$ cat src/rtl/ifx_pkg.sv
package ifx_pkg;

    typedef struct packed {
        logic        hpriv;
        logic        red;
        logic        priv;
        logic        amask;
        logic        mmu_en;
        logic [7:0]  part;
        logic [2:0]  tl;
        logic [15:0] pctx;
    } ifx_ctl_t;

    typedef enum logic [2:0] {
        FLT_NONE     = 3'd0,
        FLT_MISALIGN = 3'd1,
        FLT_RANGE    = 3'd2,
        FLT_PRIV     = 3'd3,
        FLT_FMISS    = 3'd4,
        FLT_RMISS    = 3'd5
    } ifx_fault_e;

    localparam logic [1:0] CT_PRI  = 2'd0;
    localparam logic [1:0] CT_NUC  = 2'd2;
    localparam logic [7:0] ASI_PRI = 8'h80;
    localparam logic [7:0] ASI_NUC = 8'h04;
    localparam logic [8:0] FT_MISALIGN = 9'd1;
    localparam logic [8:0] FT_PRIV     = 9'd2;
    localparam logic [8:0] FT_RANGE    = 9'd3;
    localparam int unsigned TAG_LOW    = 13;

    function automatic ifx_ctl_t decode_ctl(input logic [63:0] w);
        ifx_ctl_t c;
        c.hpriv  = w[0];
        c.red    = w[1];
        c.priv   = w[2];
        c.amask  = w[3];
        c.mmu_en = w[4];
        c.part   = w[15:8];
        c.tl     = w[18:16];
        c.pctx   = w[47:32];
        return c;
    endfunction

    function automatic logic [63:0] sfsr_next(input logic old0, input logic nuc,
                                              input logic [8:0] ft);
        logic [63:0] s;
        s        = '0;
        s[1:0]   = old0 ? 2'b11 : 2'b01;
        s[5:4]   = nuc ? CT_NUC : CT_PRI;
        s[15:7]  = ft;
        s[23:16] = nuc ? ASI_NUC : ASI_PRI;
        return s;
    endfunction

    function automatic logic [63:0] lo_mask(input int unsigned shift);
        return (64'd1 << shift) - 64'd1;
    endfunction

endpackage

$ cat src/rtl/ifx_front.sv
module ifx_front
    import ifx_pkg::*;
#(
    parameter logic [63:0] HOLE_LO = 64'h0000_8000_0000_0000,
    parameter logic [63:0] HOLE_HI = 64'hFFFF_7FFF_FFFF_FFFF,
    parameter int unsigned AMASK_W = 32
) (
    input  logic [63:0] va,
    input  logic [63:0] ctl_word,
    output logic [63:0] va_m,
    output logic        bypass,
    output logic        misalign,
    output logic        in_hole,
    output logic        nucleus,
    output logic        real_mode,
    output logic        priv,
    output logic [7:0]  part,
    output logic [15:0] ctx
);
    localparam logic [63:0] AMASK = lo_mask(AMASK_W);

    ifx_ctl_t c;

    always_comb begin
        c         = decode_ctl(ctl_word);
        va_m      = c.amask ? (va & AMASK) : va;
        bypass    = c.hpriv | c.red;
        misalign  = |va[1:0];
        in_hole   = !c.amask && (va_m >= HOLE_LO) && (va_m <= HOLE_HI);
        nucleus   = (c.tl != 3'd0);
        real_mode = !c.mmu_en;
        priv      = c.priv;
        part      = c.part;
        if (real_mode || nucleus) ctx = '0;
        else                      ctx = c.pctx;
    end
endmodule

$ cat src/rtl/ifx_cache.sv
module ifx_cache #(
    parameter int unsigned PA_W = 40
) (
    input  logic            clk,
    input  logic            rst,
    input  logic            acc,
    input  logic [63:0]     q_ctl,
    input  logic [63:0]     q_va,
    output logic            hit,
    output logic [PA_W-1:0] hit_pa,
    input  logic            ld,
    input  logic [63:0]     ld_ctl,
    input  logic [63:0]     ld_va,
    input  logic [63:0]     ld_mask,
    input  logic [PA_W-1:0] ld_pa
);
    logic            v_q;
    logic [63:0]     ctl_q;
    logic [63:0]     tag_q;
    logic [63:0]     m_q;
    logic [PA_W-1:0] pa_q;
    logic            same_ctl;

    always_comb begin
        same_ctl = (q_ctl == ctl_q);
        hit      = v_q && same_ctl && ((q_va & ~m_q) == tag_q);
        hit_pa   = (pa_q & ~m_q[PA_W-1:0]) | (q_va[PA_W-1:0] & m_q[PA_W-1:0]);
    end

    always_ff @(posedge clk) begin
        if (rst) begin
            v_q   <= 1'b0;
            ctl_q <= '0;
            tag_q <= '0;
            m_q   <= '0;
            pa_q  <= '0;
        end else if (ld) begin
            v_q   <= 1'b1;
            ctl_q <= ld_ctl;
            tag_q <= ld_va & ~ld_mask;
            m_q   <= ld_mask;
            pa_q  <= ld_pa;
        end else if (acc && !same_ctl) begin
            v_q <= 1'b0;
        end
    end

    // a mismatching accepted control word leaves no hit for the next cycle
    p_inval_r11: assert property (@(posedge clk) disable iff (rst)
        (acc && !same_ctl && !ld) |=> !v_q);
endmodule

$ cat src/rtl/ifetch_xlate.sv
module ifetch_xlate
    import ifx_pkg::*;
#(
    parameter int unsigned PA_W       = 40,
    parameter int unsigned BASE_SHIFT = 13,
    parameter int unsigned SHIFT_STEP = 3,
    parameter logic [63:0] HOLE_LO    = 64'h0000_8000_0000_0000,
    parameter logic [63:0] HOLE_HI    = 64'hFFFF_7FFF_FFFF_FFFF
) (
    input  logic            clk,
    input  logic            rst,
    input  logic            req_valid,
    output logic            req_ready,
    input  logic [63:0]     req_va,
    input  logic [63:0]     req_ctl,
    output logic            tlb_req,
    output logic [63:0]     tlb_va,
    output logic [7:0]      tlb_part,
    output logic [15:0]     tlb_ctx,
    output logic            tlb_real,
    input  logic            tlb_hit,
    input  logic [PA_W-1:0] tlb_pa,
    input  logic [1:0]      tlb_pg_sel,
    input  logic            tlb_priv,
    output logic            rsp_valid,
    output logic [PA_W-1:0] rsp_pa,
    output logic [2:0]      rsp_fault,
    output logic [63:0]     sfsr,
    output logic [63:0]     tag_access
);
    localparam logic [63:0] TAG_MASK = lo_mask(TAG_LOW);

    logic [63:0] f_va_m;
    logic        f_bypass, f_misalign, f_hole, f_nuc, f_real, f_priv;
    logic [7:0]  f_part;
    logic [15:0] f_ctx;

    ifx_front #(.HOLE_LO(HOLE_LO), .HOLE_HI(HOLE_HI), .AMASK_W(32)) u_front (
        .va(req_va), .ctl_word(req_ctl), .va_m(f_va_m), .bypass(f_bypass),
        .misalign(f_misalign), .in_hole(f_hole), .nucleus(f_nuc),
        .real_mode(f_real), .priv(f_priv), .part(f_part), .ctx(f_ctx)
    );

    logic            busy_q;
    logic [63:0]     p_va_q, p_ctl_q;
    logic            p_priv_q, p_nuc_q, p_real_q;
    logic [7:0]      p_part_q;
    logic [15:0]     p_ctx_q;
    ifx_fault_e      fault_q;

    logic            acc;
    logic            c_hit;
    logic [PA_W-1:0] c_pa;
    logic [63:0]     pg_mask;
    logic [PA_W-1:0] hit_pa;
    logic            priv_viol;
    logic            c_ld;

    always_comb begin
        acc       = req_valid && !busy_q;
        pg_mask   = lo_mask(BASE_SHIFT + SHIFT_STEP * 32'(tlb_pg_sel));
        hit_pa    = (tlb_pa & ~pg_mask[PA_W-1:0]) | (p_va_q[PA_W-1:0] & pg_mask[PA_W-1:0]);
        priv_viol = !p_priv_q && tlb_priv;
        c_ld      = busy_q && tlb_hit && !priv_viol;
    end

    ifx_cache #(.PA_W(PA_W)) u_cache (
        .clk(clk), .rst(rst), .acc(acc), .q_ctl(req_ctl), .q_va(f_va_m),
        .hit(c_hit), .hit_pa(c_pa), .ld(c_ld), .ld_ctl(p_ctl_q), .ld_va(p_va_q),
        .ld_mask(pg_mask), .ld_pa(tlb_pa)
    );

    always_ff @(posedge clk) begin
        if (rst) begin
            busy_q     <= 1'b0;
            rsp_valid  <= 1'b0;
            rsp_pa     <= '0;
            fault_q    <= FLT_NONE;
            sfsr       <= '0;
            tag_access <= '0;
            p_va_q     <= '0;
            p_ctl_q    <= '0;
            p_priv_q   <= 1'b0;
            p_nuc_q    <= 1'b0;
            p_real_q   <= 1'b0;
            p_part_q   <= '0;
            p_ctx_q    <= '0;
        end else begin
            rsp_valid <= 1'b0;
            if (acc) begin
                rsp_pa  <= '0;
                fault_q <= FLT_NONE;
                if (f_bypass) begin
                    rsp_valid <= 1'b1;
                    rsp_pa    <= req_va[PA_W-1:0];
                end else if (f_misalign) begin
                    rsp_valid <= 1'b1;
                    fault_q   <= FLT_MISALIGN;
                    sfsr      <= sfsr_next(sfsr[0], f_nuc, FT_MISALIGN);
                end else if (f_hole) begin
                    rsp_valid <= 1'b1;
                    fault_q   <= FLT_RANGE;
                    sfsr      <= sfsr_next(sfsr[0], f_nuc, FT_RANGE);
                end else if (c_hit) begin
                    rsp_valid <= 1'b1;
                    rsp_pa    <= c_pa;
                end else begin
                    busy_q   <= 1'b1;
                    p_va_q   <= f_va_m;
                    p_ctl_q  <= req_ctl;
                    p_priv_q <= f_priv;
                    p_nuc_q  <= f_nuc;
                    p_real_q <= f_real;
                    p_part_q <= f_part;
                    p_ctx_q  <= f_ctx;
                end
            end else if (busy_q) begin
                busy_q    <= 1'b0;
                rsp_valid <= 1'b1;
                rsp_pa    <= '0;
                if (!tlb_hit) begin
                    fault_q    <= p_real_q ? FLT_RMISS : FLT_FMISS;
                    tag_access <= (p_va_q & ~TAG_MASK) | {48'd0, p_ctx_q};
                end else if (priv_viol) begin
                    fault_q <= FLT_PRIV;
                    sfsr    <= sfsr_next(sfsr[0], p_nuc_q, FT_PRIV);
                end else begin
                    fault_q <= FLT_NONE;
                    rsp_pa  <= hit_pa;
                end
            end
        end
    end

    always_comb begin
        req_ready = !busy_q;
        tlb_req   = busy_q;
        tlb_va    = p_va_q;
        tlb_part  = p_part_q;
        tlb_ctx   = p_ctx_q;
        tlb_real  = p_real_q;
        rsp_fault = fault_q;
    end

    p_bypass_r1: assert property (@(posedge clk) disable iff (rst)
        (acc && f_bypass) |=> (rsp_valid && rsp_fault == FLT_NONE && !tlb_req));
    p_real_ctx_r5: assert property (@(posedge clk) disable iff (rst)
        (tlb_req && tlb_real) |-> (tlb_ctx == 16'd0));
    p_tag_on_miss_r6: assert property (@(posedge clk) disable iff (rst)
        !$stable(tag_access) |-> (rsp_valid && (rsp_fault == FLT_FMISS || rsp_fault == FLT_RMISS)));
    p_overflow_r9: assert property (@(posedge clk) disable iff (rst)
        (!$stable(sfsr) && $past(sfsr[0])) |-> (sfsr[1:0] == 2'b11));
    p_lookup_len_r10: assert property (@(posedge clk) disable iff (rst)
        tlb_req |=> (!tlb_req && rsp_valid));
endmodule

$ cat config.mk
export PLATFORM = sky130hd
export DESIGN_NAME = ifetch_xlate
export DESIGN_NICKNAME = d
export VERILOG_FILES = /design/src/rtl/ifx_pkg.sv /design/src/rtl/ifx_front.sv /design/src/rtl/ifx_cache.sv /design/src/rtl/ifetch_xlate.sv
export SDC_FILE = /design/constraint.sdc
export NUM_CORES = 1
export LEC_CHECK = 0
export ABC_CLOCK_PERIOD_IN_PS = 2780
export BUFFER_PORTS_ARGS = -buffer_cell sky130_fd_sc_hd__buf_2
export CAP_MARGIN = 5
export CELL_PAD_IN_SITES_DETAIL_PLACEMENT = 0
export CELL_PAD_IN_SITES_GLOBAL_PLACEMENT = 1
export CORE_MARGIN = 2
export CORE_UTILIZATION = 39
export CTS_BUF_LIST = sky130_fd_sc_hd__clkbuf_8
export DETAILED_ROUTE_END_ITERATION = 8
export PLACE_DENSITY_LB_ADDON = 0.1
export SETUP_SLACK_MARGIN = 0.2
export SLEW_MARGIN = 30
export SYNTH_ARGS = -nofsm -noshare
export SYNTH_HDL_FRONTEND = slang
export SYNTH_SLANG_ARGS = --single-unit
export TNS_END_PERCENT = 1
$ cat constraint.sdc
create_clock -name clk -period 2.78 [get_ports clk]
set_input_delay 0.417 -clock clk [delete_from_list [all_inputs] [get_ports clk]]
set_output_delay 0.417 -clock clk [all_outputs]
set_load 0.005 [all_outputs]
==> results of run 1 <==
==> area by class of cell <==
cell class / count / area (um2) / area share [%]
sequential: 484 / 9690 / 31.4
clock buffer: 110 / 1510 / 4.90
tap: 782 / 978 / 3.17
multi-input combinational: 1999 / 13600 / 44.2
inverter: 61 / 234 / 0.757
clock inverter: 44 / 185 / 0.599
timing repair buffer: 637 / 4640 / 15.0
antenna: 4 / 10.0 / 0.0324
==> worst reg2reg max path, stage by stage, from the launching register on <==
cell	delay, ns
dfxtp_2	0.32
xor2_1	0.15
nor4_1	0.33
buf_4	0.18
nand4_1	0.15
nor4_4	0.39
buf_12	0.17
and4_4	0.35
buf_16	0.29
a41oi_2	0.19
nand2_1	0.08
==> routing by layer <==
metal	global-route usage, %	up-vias	part of all wire (%)
li1	-	10900	-
met3	4.37	170	5.9
met5	0	-	0.043
met2	45.7	824	48
met4	11.7	6	3.4
met1	36.5	11500	43
==> registers in the layout, indices dropped and copies added (netlist names), 3 cells and up <==
register / cells
sfsr: 6
tlb_va: 64
tlb_ctx: 16
u_cache.m_q: 54
u_cache.tag_q: 64
tag_access: 64
p_ctl_q: 64
u_cache.ctl_q: 64
rsp_pa: 40
u_cache.pa_q: 40
rsp_fault: 3
==> report_power, final <==
| part | total, mW | switching [mW] | internal [mW] | leakage [nW] |
|---|---|---|---|---|
| Combinational | 1.44 | 0.864 | 0.576 | 7.05 |
| Sequential | 7.04 | 0.0486 | 7.00 | 3.91 |
| Clock | 6.67 | 3.13 | 3.53 | 1.01 |
==> how the worst min path moves through the flow <==
| stage | slack, ns | cells after the start | from | to |
|---|---|---|---|---|
| after floorplan | 0.43 | 2 | p_ctl_q[0] | u_cache.ctl_q[0] |
| after detailed placement | 0.44 | 2 | tag_access[38] | tag_access[38] |
| final | 0.04 | 3 | req_ctl[55] | p_ctl_q[55] |
| after CTS | 0.00006 | 3 | req_ctl[18] | p_ctl_q[18] |
| after global routing | 0.02 | 3 | req_ctl[41] | tlb_ctx[9] |
| after global placement | 0.44 | 2 | u_cache.pa_q[24] | u_cache.pa_q[24] |
==> synthesized netlist by cell type, types with 26 or more instances <==
cell / number
dfxtp_1: 484
a211oi_1: 43
clkbuf_1: 204
nor3b_1: 141
nor4_1: 26
nor2b_1: 39
xor2_1: 67
a41oi_1: 106
o2111ai_1: 99
nand2_1: 578
inv_1: 61
xnor2_1: 64
a21oi_1: 262
nor2_1: 118
nand3_1: 26
buf_4: 79
a221oi_1: 41
mux2_2: 64
nand4_1: 68
==> cell families after synthesis <==
group,count (synthesis),share of synthesized area [%]
xor gates and xnor gates,131,4.87
other,2,0.0319
AOI/OAI and AO/OA,647,20.1
DFF,484,41.2
buffers and inverters,382,7.52
muxes,75,3.53
and+or+nand+nor,1073,22.2
adders and majority gates,11,0.585
==> what timing repair did <==
action / 4_1_cts / 5_1_grt
endpoints found under the hold margin: 97 / 0
gates resized for setup: 6 / 170
hold buffers: 97 / 0
endpoints found under the setup margin: 187 / 184
pin swaps: 3 / 214
==> qor.yml, run 1 <==
dieArea_um2: 62300
fp.coreArea_um2: 60000
max-cap-violations: 0
port-buffer-count: 380
critPathCapture: "p_ctl_q[41]"
rr_worst_depth: 10
whs_ns: 0.0357
clk_pin_slew_ns: 0.06
ys_top_cells_by_area: "dfxtp_1 (41%), nand2_1 (9.2%), a21oi_1 (5.6%)"
worstPathArrival_ns: 3.31
r2r-end: "p_ctl_q[61]"
irDropWorstVdd_v: 0.000336
finalPower_mw: 15.2
clk_latency_ns: 0.69
maxSlewHeadroom_pct: 35.8
rsz0062_at_grt: "yes"
fin_ws_ns: 0.0838
drtIter0Drc: 1728
areaGrowthSynthToFinish_pct: 31.3
hold_class: "primary input to flip-flop"
drive_above_1_share_pct: 28.8
finalSetupTns_ns: 0
worst_slew_pin_slew_ns: 0.964
yosysTopAreaCell: "dfxtp_1"
grt_pass1_wl_mm: 137
fmax_ghz: 0.371
outcome: "finished clean"
final_common_cell: "nand2_1"
ys_warn_count: 0
fin_nets: 3456
crit_chain: "dlygate4sd3_1 > buf_2 > nor2b_1 > xnor2_1 > buf_4 > nand4_1 > nor4_2 > buf_4 > and3_4 > buf_16 > a41oi_2 > nand2_1"
worst-path-max-fanout: 43
syn_avg_cell_area_um2: 8.39
place_congestion: 0.880
die_w_um: 250
final-hold-violation-count: 0
async_flop_share_pct: 0
placed_cells: 3866
required_ns: 3.40
n_fill_cell: 5729
cp_slowest_stage_delay_ns: 0.53
synth_top_area_share_pct: 41.2
reg2reg_from: "u_cache.ctl_q[19]"
final_cells: 4121
ant_nets: 0
setup_violations: 0
synth_edf_count: 0
period_share_pct: 97.0
ios: 438
final_cell_mix: "nand2_1 (577), dfxtp_1 (482), buf_2 (379), a21oi_1 (261), nor3b_1 (141)"
slew_violations: 0
startpoint: "req_va[29]"
post-cts-setup-buffers: 0
synth.cell_area_um2: 23500
start_util_pct: 39.2
path_class: "primary input to flip-flop"
cts-root-buf: "clkbuf_8"
firstDrtPassIters: 5
synth_top_flop_cell: "dfxtp_1"
die_h_um: 250
routedWlPerCell_um: 22.2
drc: 0
vias_per_cell: 5.66
synth_cell_types: 67
cp-start-kind: "primary input"
fin_crit_ns: 2.70
wl_mm: 91.5
groute.usage.overall_pct: 27.9
final_util_pct: 51.5
dpl_cell_area_um2: 27000
crit_top_cell: "buf_4"
grt_pass1_vias: 22500
design_area_um2: 30900
endpoint_kind: "flip-flop"
cts.sink_count: 484
synthCells: 2805
seq_area_frac_synth_pct: 41.2
skew_ns: 0.0311
cts_tree: "built"
critPathSlowestCell: "dlygate4sd3_1"
cp_num_buf_inv: 5
cp_top_family: "buffers and inverters"
antenna_found_initial: 6
vias: 23300
ys_ff_latch: 484
hpwl_mm: 59.5
rrSetupSlack_ns: 0.14
cts_htree_levels: 3
cp_num_cells: 12
overflow: 0
grt_start_max_net_pins: 174
power.density_nw_per_um2: 491
place_ws_ns: -0.367
p_leak_nw: 12.0
cts_buffers: 87
clockBufferDepth: 3
fp-row-count: 90
No activity file was read; power rests on OpenSTA's default activity.
==> run 2, diff against run 1 <==
--- a/config.mk
+++ b/config.mk
@@ -5,13 +5,13 @@
 export SDC_FILE = /design/constraint.sdc
 export NUM_CORES = 1
 export LEC_CHECK = 0
-export ABC_CLOCK_PERIOD_IN_PS = 2780
+export ABC_CLOCK_PERIOD_IN_PS = 3000
 export BUFFER_PORTS_ARGS = -buffer_cell sky130_fd_sc_hd__buf_2
 export CAP_MARGIN = 5
 export CELL_PAD_IN_SITES_DETAIL_PLACEMENT = 0
 export CELL_PAD_IN_SITES_GLOBAL_PLACEMENT = 1
-export CORE_MARGIN = 2
-export CORE_UTILIZATION = 39
+export CORE_MARGIN = 10
+export CORE_UTILIZATION = 42
 export CTS_BUF_LIST = sky130_fd_sc_hd__clkbuf_8
 export DETAILED_ROUTE_END_ITERATION = 8
 export PLACE_DENSITY_LB_ADDON = 0.1
==> constraint.sdc (replaced) <==
create_clock -name clk -period 3 [get_ports clk]
set_input_delay 0.45 -clock clk [delete_from_list [all_inputs] [get_ports clk]]
set_output_delay 0.45 -clock clk [all_outputs]
set_load 0.005 [all_outputs]
==> qor.yml, run 2 (synthesis gave the netlist of run 1 again) <==
outcome: "finished clean"
cp-start-kind: "flip-flop"
slew_violations: 0  # unchanged
fp-row-count: 86  # -4.4%
grt_pass1_vias: 22000  # -2.1%
irDropWorstVdd_v: 0.000371  # +10%
power.density_nw_per_um2: 488  # -0.54%
final_util_pct: 51.6  # +0.089 points
fin_ws_ns: 0.367  # +0.284 ns
grt_pass1_wl_mm: 137  # +0.31%
cts_tree: "built"
rr_worst_depth: 9  # -1
worstPathArrival_ns: 3.20  # -0.11 ns
endpoint_kind: "flip-flop"
drc: 0  # unchanged
antenna_found_initial: 11  # +5
clockBufferDepth: 3  # unchanged
placed_cells: 3791  # -1.9%
skew_ns: 0.0342  # +0.00304 ns
cts_buffers: 89  # +2.3%
ant_nets: 0  # unchanged
maxSlewHeadroom_pct: 40.7  # +5.0 points
port-buffer-count: 380  # unchanged
final-hold-violation-count: 0  # unchanged
routedWlPerCell_um: 22.7  # +2.4%
reg2reg_from: "u_cache.ctl_q[2]"
place_ws_ns: -0.206  # +0.161 ns
place_congestion: 0.871  # -1.1%
fin_crit_ns: 2.63
wl_mm: 90.3  # -1.3%
dieArea_um2: 65900  # +5.7%
fin_nets: 3340  # -3.4%
cts_htree_levels: 3  # unchanged
min_to: "u_cache.pa_q[38]"
hp-start: "tlb_pa[38]"
drtIter0Drc: 1892  # +9.5%
clk_latency_ns: 0.69  # about the same
max-cap-violations: 0  # unchanged
final_common_cell: "nand2_1"
rrSetupSlack_ns: 0.37  # +0.23 ns
overflow: 0  # unchanged
path_class: "flip-flop to flip-flop"
dpl_cell_area_um2: 26500  # -1.7%
cts.sink_count: 484  # unchanged
required_ns: 3.56  # +0.16 ns
worst_slew_pin_slew_ns: 0.889  # -0.0744 ns
final_cells: 3972  # -3.6%
r2r-end: "rsp_pa[20]"
period_share_pct: 87.8
grt_start_max_net_pins: 129  # -26%
worst-path-max-fanout: 20  # -53%
ios: 438  # unchanged
hold_depth: 3  # unchanged
die_h_um: 257  # +2.8%
setup_violations: 0  # unchanged
firstDrtPassIters: 7  # +2
drive_above_1_share_pct: 23.6  # -5.2 points
groute.usage.overall_pct: 26.0  # -1.8 points
die_w_um: 257  # +2.8%
p_leak_nw: 11.4  # -5.0%
fmax_ghz: 0.380
design_area_um2: 28500  # -7.7%
vias_per_cell: 5.70  # +0.71%
clk_pin_slew_ns: 0.06  # about the same
start_util_pct: 42.6  # +3.3 points
rsz0062_at_grt: "no"
areaGrowthSynthToFinish_pct: 21.2
cts-root-buf: "clkbuf_8"
fp.coreArea_um2: 55300  # -7.9%
hpwl_mm: 61.5  # +3.4%
hold_class: "primary input to flip-flop"
vias: 22700  # -2.9%
final_cell_mix: "nand2_1 (577), dfxtp_1 (483), buf_2 (379), a21oi_1 (261), nor3b_1 (141)"
-- run 2: changes by cell type in the layout (fill, tap and decap cells not counted), sizes merged --
| cell | change |
|---|---|
| clkbuf | +5 |
| dlygate4sd3 | -78 |
| diode | +5 |
| buf | -40 |
| clkinv | -6 |
| clkinvlp | -1 |
-- run 2: worst max path at each step --
stage	startpoint	end	slack, ns
after floorplan	tlb_pg_sel[0]	rsp_pa[26]	0.19
after global placement	req_ctl[3]	tlb_ctx[2]	-0.18
after detailed placement	req_ctl[3]	rsp_pa[20]	-0.21
after CTS	u_cache.ctl_q[3]	rsp_pa[14]	0.24
after global routing	u_cache.ctl_q[39]	rsp_pa[31]	0.21
final	u_cache.ctl_q[2]	rsp_pa[20]	0.37
-- run 2: critical path: stages, from the launching register on --
cell and delay [ns]:
dfxtp_1 0.33, xor2_1 0.17, nor4_1 0.32, nand4_1 0.24, nor4_4 0.34, buf_6 0.18
and4b_2 0.32, buf_12 0.19, nand4_1 0.11, a211oi_1 0.28
-- run 2: layout make-up --
type | instances | area [um2]
clock inverter | 37 | 143
sequential | 484 | 9690
timing repair buffer | 519 | 3460
multi-input combinational | 1999 | 12500
tap | 748 | 936
clock buffer | 115 | 1580
fill | 5495 | 26800
antenna | 9 | 22.5
inverter | 61 | 234
-- run 2: metrics by stage --
stage | setup TNS, ns | power [mW] | hold WS (ns)
floorplan | 0 | 7.27 | 0.426
global placement | -10.64 | 7.77 | 0.438
detailed placement | -10.97 | 7.78 | 0.444
CTS | 0 | 14.0 | 0.000362
global route | 0 | 14.4 | 0.0343
finish | 0 | 13.9 | 0.0456
-- run 2: report_power, final --
part / switching, mW / leakage, nW / internal [mW] / total [mW]
registers: 0.0445 / 3.91 / 6.48 / 6.53
clock network: 2.84 / 1.02 / 3.38 / 6.22
logic: 0.735 / 6.44 / 0.424 / 1.16
total: 3.62 / 11.4 / 10.3 / 13.9
-- run 2: timing repair --
action,4_1_cts,5_1_grt
gates resized for setup,2,4
setup buffers,0,1
endpoints found under the hold margin,19,0
hold buffers,19,0
endpoints found under the setup margin,2,89
pin swaps,0,1
-- run 2: metal layers --
metal / track usage, % / wire (um) / up-vias
li1: - / - / 10600
met1: 33.1 / 37400 / 11000
met2: 42.8 / 43700 / 911
met3: 5.64 / 6920 / 144
met4: 9.40 / 2240 / 6
met5: 0 / 33 / -
==> run 3, diff against run 2 <==
--- a/config.mk
+++ b/config.mk
@@ -14,6 +14,7 @@
 export CORE_UTILIZATION = 42
 export CTS_BUF_LIST = sky130_fd_sc_hd__clkbuf_8
 export DETAILED_ROUTE_END_ITERATION = 8
+export GPL_TIMING_DRIVEN = 0
 export PLACE_DENSITY_LB_ADDON = 0.1
 export SETUP_SLACK_MARGIN = 0.2
 export SLEW_MARGIN = 30
==> qor.yml, run 3 (synthesis gave the netlist of run 1 again) <==
outcome: "finished clean"
setup_violations: 0  # unchanged
cts.sink_count: 484  # unchanged
cp_num_buf_inv: 5  # +3
max-cap-violations: 0  # unchanged
dpl_cell_area_um2: 26600  # +0.30%
clk_latency_ns: 0.70  # about the same
worst_slew_pin_slew_ns: 1.03  # +0.137 ns
worst-path-max-fanout: 7  # -65%
design_area_um2: 29200  # +2.3%
wl_mm: 107  # +19%
fin_nets: 3561  # +6.6%
final_cells: 4193  # +5.6%
hp-start: "tlb_pa[26]"
place_congestion: 0.959  # +10%
fmax_ghz: 0.338  # -11%
fin_crit_ns: 2.96  # +0.324 ns
hold_class: "primary input to flip-flop"
ios: 438  # unchanged
required_ns: 3.60  # +0.04 ns
placed_cells: 3991  # +5.3%
final-hold-violation-count: 0  # unchanged
clk_pin_slew_ns: 0.06  # about the same
critPathSlowestCell: "nor4_2"
hpwl_mm: 80.5  # +31%
vias: 24100  # +6.2%
areaGrowthSynthToFinish_pct: 23.9
reg2reg_from: "u_cache.ctl_q[44]"
power.density_nw_per_um2: 472  # -3.3%
cts_htree_levels: 3  # unchanged
clockBufferDepth: 3  # unchanged
rsz0062_at_grt: "yes"
startpoint: "u_cache.ctl_q[44]"
skew_ns: 0.0260  # -0.00815 ns
port-buffer-count: 378  # -0.53%
routedWlPerCell_um: 25.6  # +12%
drc: 0  # unchanged
place_ws_ns: -1.01  # -0.808 ns
vias_per_cell: 5.74  # +0.61%
groute.usage.overall_pct: 30.8  # +4.8 points
p_leak_nw: 11.7  # +3.3%
start_util_pct: 42.6  # unchanged
grt_start_max_net_pins: 13  # -90%
slew_violations: 0  # unchanged
irDropWorstVdd_v: 0.000273  # -26%
maxSlewHeadroom_pct: 30.7  # -10 points
cp_slowest_stage_delay_ns: 0.34  # about the same
finalSetupTns_ns: 0  # unchanged
die_w_um: 257  # unchanged
drtIter0Drc: 2191  # +16%
cts_tree: "built"
path_class: "flip-flop to flip-flop"
endpoint_kind: "flip-flop"
drive_above_1_share_pct: 23.4  # -0.17 points
worstPathArrival_ns: 3.55  # +0.35 ns
ant_nets: 0  # unchanged
final_common_cell: "nand2_1"
period_share_pct: 98.6  # +11 points
firstDrtPassIters: 6  # -1
cp-start-kind: "flip-flop"
cts_buffers: 87  # -2.2%
grt_pass1_wl_mm: 154  # +13%
cp_top_family: "simple AND/OR/NAND/NOR gates"
whs_ns: 0.0353  # -0.0102 ns
finalPower_mw: 13.8  # -1.1%
antenna_found_initial: 17  # +6
crit_chain: "xor2_2 > nor4_2 > nand4_1 > nor4_4 > buf_4 > buf_6 > buf_6 > and4b_1 > buf_6 > a21oi_4 > clkbuf_16 > o32ai_2"
final_util_pct: 52.7  # +1.2 points
fp.coreArea_um2: 55300  # unchanged
crit_top_cell: "buf_6"
die_h_um: 257  # unchanged
fp-row-count: 86  # unchanged
overflow: 0  # unchanged
grt_pass1_vias: 23400  # +6.2%
cts-root-buf: "clkbuf_8"
fin_ws_ns: 0.0432  # -0.324 ns
dieArea_um2: 65900  # unchanged
final_cell_mix: "nand2_1 (578), dfxtp_1 (482), buf_2 (391), a21oi_1 (261), clkbuf_1 (164)"
==> run 3: cell types whose count changed in the layout (fill, tap and decap cells not counted), sizes merged <==
cell,before,now
inv,97,105
clkinv,0,2
clkbuf,115,305
buf,500,512
dlygate4sd3,19,25
clkinvlp,1,3
diode,9,10
==> run 3: cell type report <==
cell class,instances,area [um2]
well taps,748,936
plain buffers,321,1680
inverters,61,229
fillers,5522,26100
flip-flops and latches,484,9690
repair buffers,421,2380
clock buffers,100,1380
multi-input cells,1999,12600
diodes,10,25.0
clock inverters,49,218
==> run 3: path summary, 6_finish.rpt <==
path | to | slack (ns) | depth (start not counted)
worst min register to register | tag_access[34] | 0.45 | 2
worst max register to register | tlb_ctx[12] | 0.04 | 12
worst max-delay path | tlb_ctx[12] | 0.04 | 12
worst min-delay path | u_cache.pa_q[26] | 0.04 | 3
==> run 3: where the power goes <==
part	internal [mW]	total [mW]	switching, mW
clock	3.02	5.92	2.90
combinational	0.449	1.31	0.859
sequential	6.48	6.53	0.0491
total	9.95	13.8	3.81
==> run 3: worst reg2reg max path, stage by stage (launching register included) <==
cell       delay, ns
dfxtp_2         0.33
xor2_2          0.15
nor4_2          0.34
nand4_1         0.28
nor4_4          0.32
buf_4           0.19
buf_6           0.12
buf_6           0.10
and4b_1         0.19
buf_6           0.19
a21oi_4         0.16
clkbuf_16       0.29
o32ai_2         0.20
==> run 3: layer usage <==
| layer | GRT usage (%) | vias to the layer above | wire [um] |
|---|---|---|---|
| met2 | 51.8 | 1054 | 51100 |
| met3 | 7.47 | 219 | 9110 |
| met5 | 0 | - | 41 |
| met1 | 36.7 | 11700 | 42500 |
| met4 | 13.7 | 8 | 4370 |
| li1 | - | 11100 | - |
==> run 3: timing repair <==
item / CTS / global route
hold endpoints to repair: 25 / 0
gates cloned: 0 / 3
endpoints found under the setup margin: 217 / 302
hold buffers: 25 / 0
pin swaps: 8 / 13
buffers inserted: 10 / 5
gates resized for setup: 49 / 80
